### config.mk
export PLATFORM = sky130hd
export DESIGN_NAME = acc_alu
export DESIGN_NICKNAME = d
export VERILOG_FILES = /design/src/rtl/acc_alu_pkg.sv /design/src/rtl/acc_arith.sv /design/src/rtl/acc_logic.sv /design/src/rtl/acc_alu.sv
export SDC_FILE = /design/constraint.sdc
export NUM_CORES = 1
export LEC_CHECK = 0
export ABC_AREA = 1
export CORE_ASPECT_RATIO = 1.75
export CORE_MARGIN = 2
export CORE_UTILIZATION = 60
export DETAILED_ROUTE_END_ITERATION = 10
export PLACE_DENSITY = 0.91
export SYNTH_ARGS = -nofsm -noshare
export SYNTH_HDL_FRONTEND = slang
export SYNTH_HIERARCHICAL = 1
export SYNTH_SLANG_ARGS = --single-unit
### constraint.sdc
create_clock -name clk -period 1.1 [get_ports clk]
set_input_delay 0.11 -clock clk [delete_from_list [all_inputs] [get_ports clk]]
set_output_delay 0.11 -clock clk [all_outputs]
set_load 0.05 [all_outputs]
### src/rtl/acc_alu_pkg.sv
package acc_alu_pkg;
    localparam int OP_W = 5;

    typedef enum logic [OP_W-1:0] {
        OP_ADD   = 5'd0,
        OP_ADDC  = 5'd1,
        OP_SUB   = 5'd2,
        OP_SUBB  = 5'd3,
        OP_RSUBL = 5'd4,
        OP_AND   = 5'd5,
        OP_OR    = 5'd6,
        OP_XOR   = 5'd7,
        OP_COM   = 5'd8,
        OP_INC   = 5'd9,
        OP_DEC   = 5'd10,
        OP_INCSZ = 5'd11,
        OP_DECSZ = 5'd12,
        OP_RL    = 5'd13,
        OP_RR    = 5'd14,
        OP_SWAP  = 5'd15,
        OP_CLR   = 5'd16,
        OP_MOVF  = 5'd17,
        OP_MOVL  = 5'd18,
        OP_MOVW  = 5'd19
    } alu_op_e;
endpackage

### src/rtl/acc_arith.sv
// Shared adder for add, add-with-carry, subtract and subtract-with-borrow.
// Subtraction adds the inverted W, so carry-out is the no-borrow flag.
module acc_arith #(
    parameter int DATA_W = 8
) (
    input  logic [DATA_W-1:0] a_i,
    input  logic [DATA_W-1:0] w_i,
    input  logic              sub_i,
    input  logic              use_c_i,
    input  logic              c_i,
    output logic [DATA_W-1:0] sum_o,
    output logic              co_o,
    output logic              hc_o
);
    localparam int NIB_W = DATA_W / 2;

    logic [DATA_W-1:0] b_opnd;
    logic              cin;
    logic [DATA_W:0]   full_sum;
    logic [NIB_W:0]    low_sum;

    always_comb begin
        b_opnd   = sub_i ? ~w_i : w_i;
        cin      = use_c_i ? c_i : sub_i;
        full_sum = {1'b0, a_i} + {1'b0, b_opnd} + {{DATA_W{1'b0}}, cin};
        low_sum  = {1'b0, a_i[NIB_W-1:0]} + {1'b0, b_opnd[NIB_W-1:0]}
                 + {{NIB_W{1'b0}}, cin};
    end

    assign sum_o = full_sum[DATA_W-1:0];
    assign co_o  = full_sum[DATA_W];
    assign hc_o  = low_sum[NIB_W];
endmodule

### src/rtl/acc_logic.sv
// Non-arithmetic results: bitwise, step, rotate, swap and move operations.
module acc_logic
    import acc_alu_pkg::*;
#(
    parameter int DATA_W = 8
) (
    input  alu_op_e           op_i,
    input  logic [DATA_W-1:0] a_i,
    input  logic [DATA_W-1:0] w_i,
    input  logic              c_i,
    output logic [DATA_W-1:0] res_o,
    output logic              rot_c_o
);
    localparam int NIB_W = DATA_W / 2;
    localparam logic [DATA_W-1:0] ONE = DATA_W'(1);

    always_comb begin
        res_o   = a_i;
        rot_c_o = c_i;
        case (op_i)
            OP_AND:            res_o = a_i & w_i;
            OP_OR:             res_o = a_i | w_i;
            OP_XOR:            res_o = a_i ^ w_i;
            OP_COM:            res_o = ~a_i;
            OP_INC, OP_INCSZ:  res_o = a_i + ONE;
            OP_DEC, OP_DECSZ:  res_o = a_i - ONE;
            OP_RL: begin
                res_o   = {a_i[DATA_W-2:0], c_i};
                rot_c_o = a_i[DATA_W-1];
            end
            OP_RR: begin
                res_o   = {c_i, a_i[DATA_W-1:1]};
                rot_c_o = a_i[0];
            end
            OP_SWAP:           res_o = {a_i[NIB_W-1:0], a_i[DATA_W-1:NIB_W]};
            OP_CLR:            res_o = '0;
            OP_MOVW:           res_o = w_i;
            default:           res_o = a_i;
        endcase
    end
endmodule

### src/rtl/acc_alu.sv
module acc_alu
    import acc_alu_pkg::*;
#(
    parameter int DATA_W  = 8,
    parameter bit REG_OUT = 1'b1
) (
    input  logic              clk,
    input  logic              rst_n,
    input  logic [OP_W-1:0]   op_i,
    input  logic [DATA_W-1:0] w_i,
    input  logic [DATA_W-1:0] opnd_i,
    input  logic              c_i,
    input  logic              dc_i,
    input  logic              z_i,
    input  logic              d_i,
    output logic [DATA_W-1:0] res_o,
    output logic              c_o,
    output logic              dc_o,
    output logic              z_o,
    output logic              c_we_o,
    output logic              dc_we_o,
    output logic              z_we_o,
    output logic              dst_f_o,
    output logic              zskip_o
);
    typedef struct packed {
        logic [DATA_W-1:0] res;
        logic              c;
        logic              dc;
        logic              z;
        logic              c_we;
        logic              dc_we;
        logic              z_we;
        logic              dst_f;
        logic              zskip;
    } alu_out_t;

    alu_op_e           op;
    logic              is_sub;
    logic              is_cin;
    logic [DATA_W-1:0] arith_res;
    logic              arith_co;
    logic              arith_hc;
    logic [DATA_W-1:0] logic_res;
    logic              rot_c;
    alu_out_t          out_d;
    alu_out_t          out_q;

    assign op     = alu_op_e'(op_i);
    assign is_sub = (op == OP_SUB) || (op == OP_SUBB) || (op == OP_RSUBL);
    assign is_cin = (op == OP_ADDC) || (op == OP_SUBB);

    acc_arith #(.DATA_W(DATA_W)) u_arith (
        .a_i     (opnd_i),
        .w_i     (w_i),
        .sub_i   (is_sub),
        .use_c_i (is_cin),
        .c_i     (c_i),
        .sum_o   (arith_res),
        .co_o    (arith_co),
        .hc_o    (arith_hc)
    );

    acc_logic #(.DATA_W(DATA_W)) u_logic (
        .op_i    (op),
        .a_i     (opnd_i),
        .w_i     (w_i),
        .c_i     (c_i),
        .res_o   (logic_res),
        .rot_c_o (rot_c)
    );

    always_comb begin
        out_d       = '0;
        out_d.res   = logic_res;
        out_d.c     = c_i;
        out_d.dc    = dc_i;
        out_d.z     = z_i;
        out_d.dst_f = d_i;
        case (op)
            OP_ADD, OP_ADDC, OP_SUB, OP_SUBB, OP_RSUBL: begin
                out_d.res   = arith_res;
                out_d.c     = arith_co;
                out_d.dc    = arith_hc;
                out_d.c_we  = 1'b1;
                out_d.dc_we = 1'b1;
                out_d.z_we  = 1'b1;
                if (op == OP_RSUBL) out_d.dst_f = 1'b0;
            end
            OP_AND, OP_OR, OP_XOR, OP_COM, OP_INC, OP_DEC, OP_CLR, OP_MOVF:
                out_d.z_we = 1'b1;
            OP_INCSZ, OP_DECSZ:
                out_d.zskip = (logic_res == '0);
            OP_RL, OP_RR: begin
                out_d.c    = rot_c;
                out_d.c_we = 1'b1;
                out_d.z_we = 1'b1;
            end
            OP_MOVL: out_d.dst_f = 1'b0;
            OP_MOVW: out_d.dst_f = 1'b1;
            default: ;
        endcase
        if (out_d.z_we) out_d.z = (out_d.res == '0);
    end

    generate
        if (REG_OUT) begin : g_reg
            always_ff @(posedge clk or negedge rst_n) begin
                if (!rst_n) out_q <= '0;
                else        out_q <= out_d;
            end
        end else begin : g_comb
            assign out_q = rst_n ? out_d : '0;
        end
    endgenerate

    assign res_o   = out_q.res;
    assign c_o     = out_q.c;
    assign dc_o    = out_q.dc;
    assign z_o     = out_q.z;
    assign c_we_o  = out_q.c_we;
    assign dc_we_o = out_q.dc_we;
    assign z_we_o  = out_q.z_we;
    assign dst_f_o = out_q.dst_f;
    assign zskip_o = out_q.zskip;
endmodule

==> results of run 1 <==
-- stage by stage --
step / cell area [um^2] / setup TNS [ns] / std cells / hold slack [ns] / worst slack, ns
global placement: 4200 / -20.19 / 642 / 0.4411 / -1.797
floorplan: 2831 / -10.71 / 453 / -0.1856 / -1.272
-- cell families after synthesis --
logic type,synth area share [%]
AO/OA/AOI/OAI,6.813
XOR/XNOR,3.920
adder cells (fa/ha/maj),16.71
buffers and inverters,13.39
flip-flops,14.93
multiplexers,0.8399
AND/OR/NAND/NOR,43.40
==> key figures, run 1 <==
Synth
  • Seq cells post-synth: 16
  • Ys async rst share: 100.0%
  • Count leader, synth: nand2_1
  • Synth top area cells: nand2_1 (19%), dfrtp_1 (15%), ha_1 (14%), inv_1 (11%), nand3_1 (8.0%)
  • Synth Warn #: 6
  • Mean Syn Cell Area: 5.919 um^2
  • EDFF count, synth: 0
  • Synth top area share: 19.32%
  • Post-synthesis cell area: 0.002681 mm^2
  • Post-synthesis cell count: 453
  • Synth cell count leaders: nand2_1 (138), inv_1 (79), nand3_1 (43)
  • Sequential-to-total area share from yosys stat: 14.93%
  • Synth unique cells: 32
  • Yosys top cell by area: nand2_1
  • Ys flop type: dfrtp_1
  • Synth Net Count: 514

Die
  • DIE HEIGHT: 92.44 um
  • Initial Util: 61.44%
  • # rows: 32
  • Die span in x: 54.54 um
  • I/O Pins: 43

Run status
  • Status: aborted with a tool error
  • Error msg: [ERROR DPL-0033] detailed placement checks failed during check placement.
  • Fail Step: 3_5_place_dp

Placement
  • Global placement routability congestion: 1.041
  • Port Buf Inserts: 42
  • Detailed placement HPWL: 9.845 mm
==> run 2: changes to the inputs <==
- CORE_ASPECT_RATIO: 1.75 -> unset
- CORE_UTILIZATION: 60 -> 40
- PLACE_DENSITY: 0.91 -> unset
- PLACE_DENSITY_LB_ADDON: unset -> 0.15
==> key figures, run 2 <==
Run status
  • Status: complete, but fails checks
  • Failing checks: DRC, setup timing

Power
  • Power per cell area: 779.1 mW/mm^2
  • Pleak: 2.685 nW
  • Peak supply drop: 0.9950 mV
  • Sw Pwr: 1.577 mW
  • Clock power frac: 13.5%
  • Sequential Power Share: 18.9%
  • Overall power after layout: 3.861 mW
  • Net Sw Frac: 40.83%
  • Internal power: 2.285 mW
  • Comb pwr share: 67.6%

Cells and area
  • Design Area, Final: 0.004956 mm^2
  • FILL cells: 491
  • Total Nets Final: 697
  • Proportion of layout cells with a drive suffix above 1: 42.20%
  • Commonest non-fill, non-tap cell in the layout: buf_4
  • Ant diodes: 0
  • Cell Count, Final, Fillers Out: 712
  • Most frequent cells in the layout: buf_4 (126), nand2_1 (112), inv_1 (64)
  • Max reg flops: 8
  • Synth-to-Final Area Change: 84.83%

Clocking
  • Hold-fix buffer count after cts: 0
  • Worst-path clk slew: 0.06 ns
  • CTS tree: built
  • Root buf cell: clkbuf_8
  • H-Tree Depth: 1
  • Clock buffer count from CTS: 3
  • Total clock sinks: 16
  • Clock Path Buffers: 2

Placement
  • Placed instance area: 0.004308 mm^2
  • Global placement routability congestion: 0.9479 (-8.9%)
  • Inst Count DP: 678
  • Port Buf Inserts: 42 (unchanged)
  • Detailed placement HPWL: 7.693 mm (-22%)

Global routing
  • Total gr overflow: 0
  • Largest net degree at the start of global routing: 17
  • GRT Util Overall: 28.34%
  • Number of global-route vias before repair: 3652
  • Initial antenna violation count: 0
  • First-pass GRT wire length: 16.79 mm

Routing
  • Wire length per cell: 14.79 um
  • DRT iter0 DRCs: 169
  • Post-route DRC: 2
  • Pre-Repair DR Iteration Count: 8
  • Post-route ant nets: 0
  • Vias: 3645
  • Routed WL: 10.53 mm
  • Vias/cell: 5.119

Worst hold path
  • Hold Path Class: in -> async

Setup path
  • Worst path required time: 1.29 ns
  • Maximum fanout along the worst path: 5
  • Setup CP Type: in -> reg
  • CP Capture Type: register
  • Critical path startpoint: op_i[3]
  • Startpoint types: input pin
  • CP Data Arrival Time: 2.47 ns

Timing
  • Tcrit/Tclk final: 207.4%
  • Worst slew pin tran: 0.3432 ns
  • # setup viols final: 12
  • Setup slack after layout: -1.182 ns
  • RSZ-0062 raised after global routing: yes
  • Fin. Hold Viols: 0
  • Slew Limit Headroom: 77.05%
  • Final hold slack: 0.1808 ns
  • Slew Limit Fails: 0
  • Fmax: 438.3 MHz
  • Min Tclk post-route: 2.282 ns

Synth
  • Synth Net Count: 514 (unchanged)
  • Yosys top cell by area: nand2_1
  • EDFF count, synth: 0 (unchanged)
  • Seq cells post-synth: 16 (unchanged)
  • Synth cell count leaders: nand2_1 (138), inv_1 (79), nand3_1 (43)
  • Ys flop type: dfrtp_1
  • Ys async rst share: 100.0% (unchanged)
  • Mean Syn Cell Area: 5.919 um^2 (unchanged)
  • Synth top area share: 19.32% (unchanged)
  • Post-synthesis cell area: 0.002681 mm^2 (unchanged)
  • Count leader, synth: nand2_1
  • Synth unique cells: 32 (unchanged)
  • Synth top area cells: nand2_1 (19%), dfrtp_1 (15%), ha_1 (14%), inv_1 (11%), nand3_1 (8.0%)
  • Sequential-to-total area share from yosys stat: 14.93% (unchanged)
  • Synth Warn #: 6 (unchanged)
  • Post-synthesis cell count: 453 (unchanged)

Die
  • Die span in x: 85.88 um (+57%)
  • Initial Util: 41.75% (-20 points)
  • Area of the core: 0.006422 mm^2
  • # rows: 29 (-9.4%)
  • Die ar.: 0.007375 mm^2
  • I/O Pins: 43 (unchanged)
  • DIE HEIGHT: 85.88 um (-7.1%)

Run
  • Max Cap Viol: 0
run 2: critical path, stage by stage:
cell and delay (ns):
buf_8 0.11, nor2_4 0.14, nand2_4 0.09, nor2_4 0.09, mux2_4 0.31, fa_2 0.41
inv_2 0.07, fa_2 0.21, inv_2 0.04, nand2_2 0.05, nand2_2 0.05, and2_4 0.14
xor2_1 0.13, inv_1 0.05, nand2_1 0.06, nand2_2 0.09, nand2_2 0.05, nor2_2 0.12
nand3_1 0.09, nand2_1 0.07
run 2: what timing repair did:
| item | in CTS | in global routing |
|---|---|---|
| setup endpoints to repair | 16 | 13 |
| pin swaps | 43 | 38 |
| resized for setup | 80 | 45 |
| buffers inserted | 22 | 11 |
| cloned | 0 | 0 |
run 2: final timing paths:
path / to / slack [ns]
setup / recovery: z_o / -1.18
hold / removal: dst_f_o / 0.18
max in group asynchronous: res_o[2] / 0.74
min in group clk: dst_f_o / 0.29
run 2: power by group through the flow:
stage          clock (mW)  sequential (mW)  combinational [mW]
6_report            0.519            0.730                2.61
5_1_grt             0.558            0.736                2.82
4_1_cts             0.532            0.730                2.37
3_5_place_dp            0            0.740                2.16
3_3_place_gp            0            0.738                2.13
2_1_floorplan           0            0.969               0.782
run 2: final cells by class:
cell class | count | area, um^2 | area share [%]
Multi-Input combinational cell | 346 | 2337 | 47.16
Timing Repair Buffer | 183 | 1727 | 34.84
Sequential cell | 16 | 400.4 | 8.079
Inverter | 86 | 340.3 | 6.867
Tap cell | 77 | 96.34 | 1.944
Clock buffer | 4 | 55.05 | 1.111
run 2: stage by stage:
stage | worst slack, ns | setup TNS (ns) | utilization, %
after global routing | -1.355 | -13.58 | 77.17
after CTS | -1.179 | -11.26 | 73.27
after global placement | -1.880 | -21.47 | 67.08
after detailed placement | -1.959 | -22.13 | 67.08
final | -1.182 | -12.00 | 77.17
after floorplan | -1.272 | -10.71 | -
run 2: routing by layer:
| layer | routed length [um] | track usage, % | share of wire (%) | vias up |
|---|---|---|---|---|
| met5 | 0 | 0 | 0 | - |
| met4 | 265 | 7.648 | 2.5 | 0 |
| met3 | 662 | 4.042 | 6.3 | 23 |
| met2 | 5159 | 48.27 | 49 | 145 |
| met1 | 4445 | 37.42 | 42 | 1670 |
| li1 | - | - | - | 1807 |
run 2: kinds of logic (layout without fill, tap and decap cells):
group | after synthesis | in the layout | synth area share [%]
compound gates | 33 | 33 | 6.813
xor+xnor | 12 | 12 | 3.920
fa+ha+maj | 34 | 34 | 16.71
buf+inv | 91 | 273 | 13.39
flops | 16 | 16 | 14.93
mux | 2 | 2 | 0.8399
simple gates | 265 | 265 | 43.40
(Power assumes the default switching activity.)
==> run 3: changes to the inputs <==
- CORE_UTILIZATION: 40 -> 53
==> key figures, run 3 <==
Die
  • Initial Util: 56.03% (+14 points)
  • Die span in x: 75.13 um (-13%)
  • DIE HEIGHT: 75.13 um (-13%)
  • # rows: 25 (-14%)
  • I/O Pins: 43 (unchanged)

Clocking
  • Clock Path Buffers: 2 (unchanged)
  • Resized cells post-CTS: 87 (+8.8%)
  • Total clock sinks: 16 (unchanged)
  • H-Tree Depth: 1 (unchanged)
  • Postcts setup bufs: 23 (+4.5%)
  • Clock buffer count from CTS: 3 (unchanged)
  • Hold-fix buffer count after cts: 0 (unchanged)
  • Root buf cell: clkbuf_8

Run status
  • Fail Step: 4_1_cts
  • Status: aborted with a tool error
  • Error msg: [ERROR DPL-0033] detailed placement checks failed during check placement.

Synth
  • Yosys top cell by area: nand2_1
  • Post-synthesis cell area: 0.002681 mm^2 (unchanged)
  • Synth unique cells: 32 (unchanged)
  • Post-synthesis cell count: 453 (unchanged)
  • Synth top area share: 19.32% (unchanged)
  • EDFF count, synth: 0 (unchanged)
  • Ys flop type: dfrtp_1
  • Sequential-to-total area share from yosys stat: 14.93% (unchanged)
  • Synth cell count leaders: nand2_1 (138), inv_1 (79), nand3_1 (43)
  • Synth Net Count: 514 (unchanged)
  • Synth Warn #: 6 (unchanged)
  • Ys async rst share: 100.0% (unchanged)
  • Count leader, synth: nand2_1
  • Seq cells post-synth: 16 (unchanged)
  • Mean Syn Cell Area: 5.919 um^2 (unchanged)
  • Synth top area cells: nand2_1 (19%), dfrtp_1 (15%), ha_1 (14%), inv_1 (11%), nand3_1 (8.0%)

Placement
  • Port Buf Inserts: 42 (unchanged)
  • Global placement routability congestion: 1.014 (+7.0%)
  • Detailed placement HPWL: 8.855 mm (+15%)
  • Inst Count DP: 669 (-1.3%)
run 3: cell counts after synthesis:
No cell type changed its count.
run 3: logic make-up after synthesis:
group | after synthesis | synth area share (%)
xor+xnor | 12 | 3.920
buf+inv | 91 | 13.39
fa+ha+maj | 34 | 16.71
mux | 2 | 0.8399
compound gates | 33 | 6.813
flops | 16 | 14.93
simple gates | 265 | 43.40
run 3: metrics by stage:
step / area, um^2 / utilization [%] / setup TNS (ns) / setup WS, ns
3_5_place_dp: 4290 / 89.65 / -23.20 / -2.049
2_1_floorplan: 2831 / - / -10.71 / -1.272
3_3_place_gp: 4290 / 89.65 / -21.01 / -1.845
